## config.mk

```make
export PLATFORM = sky130hd
export DESIGN_NAME = fetch_aligner
export DESIGN_NICKNAME = d
export VERILOG_FILES = /design/src/rtl/fetch_aligner_pkg.sv /design/src/rtl/fetch_aligner_rotator.sv /design/src/rtl/fetch_aligner_mask.sv /design/src/rtl/fetch_aligner_out_reg.sv /design/src/rtl/fetch_aligner.sv
export SDC_FILE = /design/constraint.sdc
export NUM_CORES = 1
export LEC_CHECK = 0
export BUFFER_PORTS_ARGS = -buffer_cell sky130_fd_sc_hd__buf_2
export CORE_AREA = 2 2 178 180
export CTS_CLUSTER_SIZE = 30
export DETAILED_ROUTE_END_ITERATION = 8
export DIE_AREA = 0 0 180 182
export PLACE_DENSITY = 0.66
export SLEW_MARGIN = 20
export SYNTH_ARGS = -nofsm -noshare
export SYNTH_HDL_FRONTEND = slang
export SYNTH_SLANG_ARGS = --single-unit
```

## constraint.sdc

```tcl
create_clock -name clk_i -period 2.4 [get_ports clk_i]
set_clock_uncertainty 0.05 [all_clocks]
set_input_delay 0.12 -clock clk_i [delete_from_list [all_inputs] [get_ports clk_i]]
set_output_delay 0.12 -clock clk_i [all_outputs]
set_load 0.05 [all_outputs]
```

## src/rtl/fetch_aligner_pkg.sv

```systemverilog
package fetch_aligner_pkg;
  localparam int unsigned DEF_LINE_SLOTS = 8;
  localparam int unsigned DEF_GROUP_N    = 4;
  localparam int unsigned DEF_INSTR_W    = 32;
  localparam int unsigned DEF_PC_W       = 32;
endpackage

```

## src/rtl/fetch_aligner_rotator.sv

```systemverilog
module fetch_aligner_rotator #(
  parameter int unsigned SLOTS = 8,
  parameter int unsigned W     = 32,
  localparam int unsigned OFS_W = $clog2(SLOTS)
) (
  input  logic [SLOTS*W-1:0] line_i,
  input  logic [OFS_W-1:0]   shift_i,
  output logic [SLOTS*W-1:0] rot_o
);
  logic [SLOTS*W-1:0] stage [OFS_W+1];

  assign stage[0] = line_i;

  // log-depth barrel: stage s moves slots down by 2^s when its shift bit is set
  for (genvar s = 0; s < OFS_W; s++) begin : g_stage
    for (genvar j = 0; j < SLOTS; j++) begin : g_slot
      localparam int unsigned SRC = (j + (1 << s)) % SLOTS;
      assign stage[s+1][j*W +: W] = shift_i[s] ? stage[s][SRC*W +: W]
                                               : stage[s][j*W +: W];
    end
  end

  assign rot_o = stage[OFS_W];
endmodule

```

## src/rtl/fetch_aligner_mask.sv

```systemverilog
module fetch_aligner_mask #(
  parameter int unsigned SLOTS = 8,
  parameter int unsigned N     = 4,
  localparam int unsigned OFS_W = $clog2(SLOTS),
  localparam int unsigned CNT_W = $clog2(N+1)
) (
  input  logic [OFS_W-1:0] ofs_i,
  output logic [N-1:0]     lane_valid_o,
  output logic [CNT_W-1:0] count_o
);
  logic [OFS_W:0] avail;

  always_comb begin
    avail = (OFS_W+1)'(SLOTS) - {1'b0, ofs_i};
    if (avail >= (OFS_W+1)'(N)) count_o = CNT_W'(N);
    else                        count_o = CNT_W'(avail);
    for (int k = 0; k < N; k++) begin
      lane_valid_o[k] = (k < int'(count_o));
    end
  end
endmodule

```

## src/rtl/fetch_aligner_out_reg.sv

```systemverilog
module fetch_aligner_out_reg #(
  parameter int unsigned DW   = 128,
  parameter int unsigned N    = 4,
  parameter int unsigned PC_W = 32
) (
  input  logic            clk_i,
  input  logic            rst_ni,
  input  logic            in_valid_i,
  output logic            in_ready_o,
  input  logic [DW-1:0]   data_i,
  input  logic [N-1:0]    mask_i,
  input  logic [PC_W-1:0] npc_i,
  output logic            out_valid_o,
  input  logic            out_ready_i,
  output logic [DW-1:0]   data_o,
  output logic [N-1:0]    mask_o,
  output logic [PC_W-1:0] npc_o
);
  logic load;

  assign in_ready_o = ~out_valid_o | out_ready_i;
  assign load       = in_valid_i & in_ready_o;

  always_ff @(posedge clk_i or negedge rst_ni) begin
    if (!rst_ni) begin
      out_valid_o <= 1'b0;
      data_o      <= '0;
      mask_o      <= '0;
      npc_o       <= '0;
    end else if (load) begin
      out_valid_o <= 1'b1;
      data_o      <= data_i;
      mask_o      <= mask_i;
      npc_o       <= npc_i;
    end else if (out_ready_i) begin
      out_valid_o <= 1'b0;
      mask_o      <= '0;
    end
  end
endmodule

```

## src/rtl/fetch_aligner.sv

```systemverilog
module fetch_aligner #(
  parameter int unsigned LINE_SLOTS = fetch_aligner_pkg::DEF_LINE_SLOTS,
  parameter int unsigned GROUP_N    = fetch_aligner_pkg::DEF_GROUP_N,
  parameter int unsigned INSTR_W    = fetch_aligner_pkg::DEF_INSTR_W,
  parameter int unsigned PC_W       = fetch_aligner_pkg::DEF_PC_W
) (
  input  logic                          clk_i,
  input  logic                          rst_ni,
  input  logic                          in_valid_i,
  output logic                          in_ready_o,
  input  logic [LINE_SLOTS*INSTR_W-1:0] line_i,
  input  logic [PC_W-1:0]               pc_i,
  output logic                          out_valid_o,
  input  logic                          out_ready_i,
  output logic [GROUP_N*INSTR_W-1:0]    lane_data_o,
  output logic [GROUP_N-1:0]            lane_valid_o,
  output logic [PC_W-1:0]               next_pc_o
);
  localparam int unsigned OFS_W = $clog2(LINE_SLOTS);
  localparam int unsigned CNT_W = $clog2(GROUP_N+1);
  localparam int unsigned GDW   = GROUP_N*INSTR_W;

  initial begin
    if ((1 << OFS_W) != LINE_SLOTS || LINE_SLOTS < 2 || GROUP_N > LINE_SLOTS || GROUP_N < 1)
      $error("fetch_aligner: bad geometry");
  end

  logic [OFS_W-1:0]              ofs;
  logic [LINE_SLOTS*INSTR_W-1:0] rot;
  logic [GROUP_N-1:0]            mask;
  logic [CNT_W-1:0]              cnt;
  logic [GDW-1:0]                lanes;
  logic [PC_W-1:0]               npc;

  assign ofs = pc_i[OFS_W-1:0];

  fetch_aligner_rotator #(.SLOTS(LINE_SLOTS), .W(INSTR_W)) u_rot (
    .line_i (line_i),
    .shift_i(ofs),
    .rot_o  (rot)
  );

  fetch_aligner_mask #(.SLOTS(LINE_SLOTS), .N(GROUP_N)) u_mask (
    .ofs_i       (ofs),
    .lane_valid_o(mask),
    .count_o     (cnt)
  );

  // lanes past the line end carry zero, never wrapped slots
  for (genvar k = 0; k < GROUP_N; k++) begin : g_lane
    assign lanes[k*INSTR_W +: INSTR_W] = mask[k] ? rot[k*INSTR_W +: INSTR_W] : '0;
  end

  assign npc = pc_i + PC_W'(cnt);

  fetch_aligner_out_reg #(.DW(GDW), .N(GROUP_N), .PC_W(PC_W)) u_oreg (
    .clk_i      (clk_i),
    .rst_ni     (rst_ni),
    .in_valid_i (in_valid_i),
    .in_ready_o (in_ready_o),
    .data_i     (lanes),
    .mask_i     (mask),
    .npc_i      (npc),
    .out_valid_o(out_valid_o),
    .out_ready_i(out_ready_i),
    .data_o     (lane_data_o),
    .mask_o     (lane_valid_o),
    .npc_o      (next_pc_o)
  );
endmodule

```

; ---- After elaboration in Yosys (flattened, before gate mapping)
; Index checks and enable logic that the tools add are counted.
[totals]
n_memories = 0
output_inout_bits = 166
inputBits = 292
romBits = 0
ram_bits = 0
ff_bits = 165
latchBits = 0
wordCells = 44
[classes]
bitwise = 3
eq_ne = 0
n_mul = 0
div = 0
muxes = 29
reduce_logical = 1
addsub = 2
order_cmp = 5
n_shift = 0
[ops]
columns = cell, n
row1 = 32-bit two-way mux, 24
row2 = 32-bit by 3-bit adder with 32-bit output, 1
row3 = 4-bit two-way mux, 2
row4 = 1-bit by 3-bit less-than comparator with 1-bit output (first input constant), 2
row5 = 2-bit by 3-bit less-than comparator with 1-bit output (first input constant), 2
row6 = 4-bit by 3-bit >= comparator with 1-bit output (second input constant), 1
row7 = 4-bit by 3-bit subtractor with 4-bit output (first input constant), 1
row8 = 3-bit two-way mux, 1
row9 = 1-bit two-way mux, 2
row10 = 2-bit nonzero test, 1
row11 = 1-bit bitwise AND, 1
row12 = 1-bit inverter, 1
row13 = 1-bit bitwise OR, 1

; ---- Logic depth before layout (Yosys ltp)
[logic_depth]
ltp_word = 5
mapped_depth = 11
ltp_nobuf = 7

; ---- Modules after synthesis
; From an unflattened synthesis, not the netlist that was laid out.
[unflattened]
cells_unflattened = 1208
area_unflattened_um2 = 17877.1
[modules_own_cells]
columns = module, cells_each, seq_area_each_um2, instances, area_each_um2
row1 = fetch_aligner_rotator, 598, 0.0, 1, 9253.9
row2 = fetch_aligner_out_reg, 352, 4129.0, 1, 6882.9
row3 = fetch_aligner, 242, 0.0, 1, 1634.1
row4 = fetch_aligner_mask, 16, 0.0, 1, 106.4

; ---- Worst setup path before layout
; Ideal clock, no wire load.
[synth_path]
kind = in2reg
startpoint = in pc_i[1]
endpoint = reg u_oreg.data_o[55]
setup_ns = 0.133
t_arrival_ns = 2.262
slack_ns = -0.046
path_buffers = 4
required_ns = 2.217
stages = 11
path_cell_list = clkinv_1 -> buf_4 -> buf_2 -> buf_1 -> ha_1 -> nor2b_1 -> a21boi_0 -> nor2_1 -> o21ai_1 -> clkbuf_1 -> o21ai_0
[synth_between]
elab_chain_len = 5
elab_cells_between_ends = 8
classes_between = add/sub: 1 / order compare: 2 / mux: 5
[synth_lines]
columns = element, line
row1 = "start, declared", fetch_aligner.sv:12  ; input logic [PC_W-1:0] pc_i,
row2 = 4-bit by 3-bit subtractor with 4-bit output, fetch_aligner_mask.sv:14  ; avail = (OFS_W+1)'(SLOTS) - {1'b0, ofs_i};
row3 = 4-bit by 3-bit >= comparator with 1-bit output, fetch_aligner_mask.sv:15  ; if (avail >= (OFS_W+1)'(N)) count_o = CNT_W'(N);
row4 = 3-bit two-way mux, fetch_aligner_mask.sv:15
row5 = 1-bit by 3-bit less-than comparator with 1-bit output, fetch_aligner_mask.sv:18  ; lane_valid_o[k] = (k < int'(count_o));
row6 = 32-bit two-way mux (*), fetch_aligner.sv:51  ; assign lanes[k*INSTR_W +: INSTR_W] = mask[k] ? rot[k*INSTR_W +: INSTR_W] : '0;
row7 = "end signal, assigned", fetch_aligner_out_reg.sv:32  ; data_o <= data_i;
row8 = "end, declared", fetch_aligner_out_reg.sv:15  ; output logic [DW-1:0] data_o,
; Mark *: on every way between the ends. The rest lies on a longest branch, timed or not.
; A chain may end at the register's enable or synchronous reset.

; ---- Worst setup path in the final report
[layout_path]
startpoint = in pc_i[0]
endpoint = reg u_oreg.data_o[56]
; The elaborated chain is that of the path after synthesis.

==> run metrics <==
Net Count, Synth 1505; CP top delay family buffers and inverters; CP startpoint kind input port; Reg2Reg Depth 5; Peak VDD IR 481.4 µV; cell area after synthesis 12130 µm²; 1st-iter DRT viols 777; clock share of power 26.4%; post-synth cell types 40; Syn Inst Count between 1000 and 1500; final worst slack between 0.15 and 0.2 ns; clk root buf clkbuf_16; Worst path slowest cell dlygate4sd3_1; Max Fanout on Critical Path 19; initial core utilization between 30% and 40%; Max Fclk 448.5 MHz; routability-driven placement congestion ratio 0.9228; WS Path Type input port to flop; register bit total from synthesis between 150 and 200; initial antenna violation count 9; reg-to-reg endpoint u_oreg.mask_o[2]; Post-route DRC 0; row count 65; PD cells roughly 670 nW/µm²; CTS tree yes; sw power 0.004477 W; status completed; fraction of power spent switching nets 42.70%; Final setup viols 0; setup tns final 0 ns; critical path, cell by cell buf_8, dlygate4sd3_1, inv_1, ha_1, nor2b_1, a21boi_0, nor2_1, o21ai_4, buf_4, o21ai_0; worst reg2reg path startpoint u_oreg.out_valid_o; number of global-route vias before repair 11790; Hold Path Stages 3; clock transition at the registers of the reported paths 0.07 ns; Slew headroom between 30% and 40%; die width 180 µm; GRT Total Usage between 20% and 30%; Final Cycle Share 92.89%; worst hold endpoint u_oreg.npc_o[18]; area added between synthesis and finish 29.57%; Clock Sinks 165; DRT Wirelength 42390 µm; Post-DRT Antenna Nets 0; die area 32760 µm²; Internal approximately 0.0060 W; CP Data Arrival Time between 2 and 2.5 ns; I/O pins 458; largest net degree at the start of global routing approximately 140; DR pass1 iterations 5; final hold viol count 0; Register-to-Register Setup Slack 0.55 ns; sequential share of the synthesized area 34.03%; I/O Buffers 457; placed insts about 2000; fin. max-slew vios 0; worst path bufs/invs 4; Setup Fix Bufs, Post-CTS 0; hpwl dp 31440 µm; Skew-Pair Late Insertion Delay 0.43 ns; Avg Inst Size Synth 10.01 µm²; CP Capture Type flop; total number of vias between 10000 and 15000; RSZ-0062 raised after global routing false; Num CTS Buffers 17; Post-Layout Cell Count between 2000 and 2500; min Tclk post-route 2.229 ns; H-tree depth 4; total grt overflow 0; Critical Path RT between 2 and 3 ns; worst slack at placement a little under 0.06 ns; combinational share of power 40.4%; Worst Max-Slew Pin Slew 1.043 ns; Die Height between 150 and 200 µm; Sequential Power Share 33.2%; first-pass GRT wire length 66150 µm; max-cap violations 0; WL/cell 20.54 µm; Tot Pwr 0.01048 W; Lkg Pwr 7.755 nW; Tightest Hold Check Type input port to flop; Net count, final 1936; maximum buffer depth of the clock tree 2; Worst path max stage delay 0.55 ns; share of post-route cells with drive strength above 1 37.38%; hold_sp pc_i[18]; Syn. warnings 0; Via-to-Cell Ratio 5.582; core area ~31000 µm²
[cells in the final DEF, fill, tap and decap left out, drive strengths merged, types with 23 or more instances in the layout]
master | synthesis | final
o21ai | 163 | 163
a31oi | 34 | 34
mux4 | 91 | 91
dfrtp | 165 | 165
dlygate4sd3 | 0 | 30
nand2 | 252 | 252
xor2 | 23 | 23
nor2 | 41 | 41
mux2i | 254 | 254
buf | 50 | 485
[kinds of logic after synthesis]
| family | synth area share (%) |
|---|---|
| buf+inv | 4.476 |
| mux | 38.03 |
| flops | 34.03 |
| compound gates | 9.838 |
| fa+ha+maj | 0.1031 |
| xor+xnor | 2.021 |
| simple gates | 11.50 |
[repair_timing]
item	4_1_cts	5_1_grt
hold buffers	30	0
endpoints found under the hold margin	77	0
endpoints found under the setup margin	0	11
resized for setup	0	1
[Yosys cell counts, drive strengths merged]
cell,number,area [µm²]
inv,9,33.78
xor2,23,201.4
nand2b,3,18.77
clkbuf,53,198.9
xnor2,5,43.79
o31ai,1,7.510
nor4,2,27.53
a211oi,3,22.52
nor2,41,153.9
mux2,2,22.52
o221ai,3,26.28
ha,1,12.51
and3,4,25.02
and2,4,25.02
a211o,1,8.760
nor2b,1,6.260
nor3,3,15.01
a221oi,1,8.760
clkinv,1,3.750
mux2i,254,2542
nand3,7,35.03
nor4b,1,8.760
o32ai,1,16.27
a21oi,7,35.03
a31oi,34,212.7
dfrtp,165,4129
o21a,2,15.01
a22o,1,8.760
a21boi,1,7.510
buf,50,306.6
o21ai,163,815.8
mux4,91,2049
nand2,252,945.9
o41ai,1,8.760
and4,1,8.760
nand4,20,125.1
[cell type report]
| class | instances | area, µm² |
|---|---|---|
| sequential | 165 | 4129 |
| inverter | 10 | 42.54 |
| tap | 402 | 503.0 |
| multi-input combinational | 934 | 7511 |
| antenna | 6 | 15.01 |
| clock inverter | 13 | 125.1 |
| fill | 2911 | 15270 |
| clock buffer | 19 | 452.9 |
| timing repair buffer | 515 | 2942 |
[routing by layer]
layer  part of all wire, %  up-vias  wire length, µm  track usage [%]
li1                      -     5316                -                -
met1                    41     5614            17460            33.24
met2                    48      501            20320            42.13
met3                   7.6       85             3215            5.656
met4                   3.2        6             1348            9.886
met5                 0.090        -               38                0
[registers in the layout, summed over array words and instances (netlist names)]
| signal | count |
|---|---|
| u_oreg.npc_o | 32 |
| u_oreg.out_valid_o | 1 |
| u_oreg.data_o | 128 |
| u_oreg.mask_o | 4 |
[worst max path at each step]
stage | end | start | slack, ns | depth (start not counted)
after floorplan | u_oreg.npc_o[0] | u_oreg.out_valid_o | 0.06 | 7
after global placement | u_oreg.npc_o[30] | pc_i[1] | 0.13 | 8
after detailed placement | u_oreg.npc_o[30] | pc_i[1] | 0.06 | 8
after CTS | u_oreg.npc_o[30] | pc_i[0] | 0.02 | 9
after global routing | u_oreg.data_o[95] | pc_i[2] | 0.02 | 7
final | u_oreg.data_o[56] | pc_i[0] | 0.17 | 10
[stage by stage]
stage / hold slack [ns] / util [%] / cell area, µm²
2_1_floorplan: -0.2256 / - / 12130
3_3_place_gp: 0.07378 / 47.82 / 14820
3_5_place_dp: 0.07144 / 47.82 / 14820
4_1_cts: 0.006513 / 50.66 / 15700
5_1_grt: 0.02998 / 50.73 / 15720
6_report: 0.03894 / 50.73 / 15720
[worst register-to-register path, delay by kind of cell (launching register included)]
kind | cells | cell delay, ns
simple gates | 2 | 0.58
compound gates | 2 | 0.23
flops | 1 | 0.37
buf+inv | 1 | 0.55
[power groups by stage]
stage | Combinational (W) | Clock [W] | Sequential, W
final | 0.00424 | 0.00276 | 0.00348
after CTS | 0.00425 | 0.00282 | 0.00348
after floorplan | 0.00133 | 0 | 0.00506
after global placement | 0.00414 | 0 | 0.00352
after detailed placement | 0.00420 | 0 | 0.00353
after global routing | 0.00450 | 0.00293 | 0.00354
No activity file was read; power rests on OpenSTA's default activity.
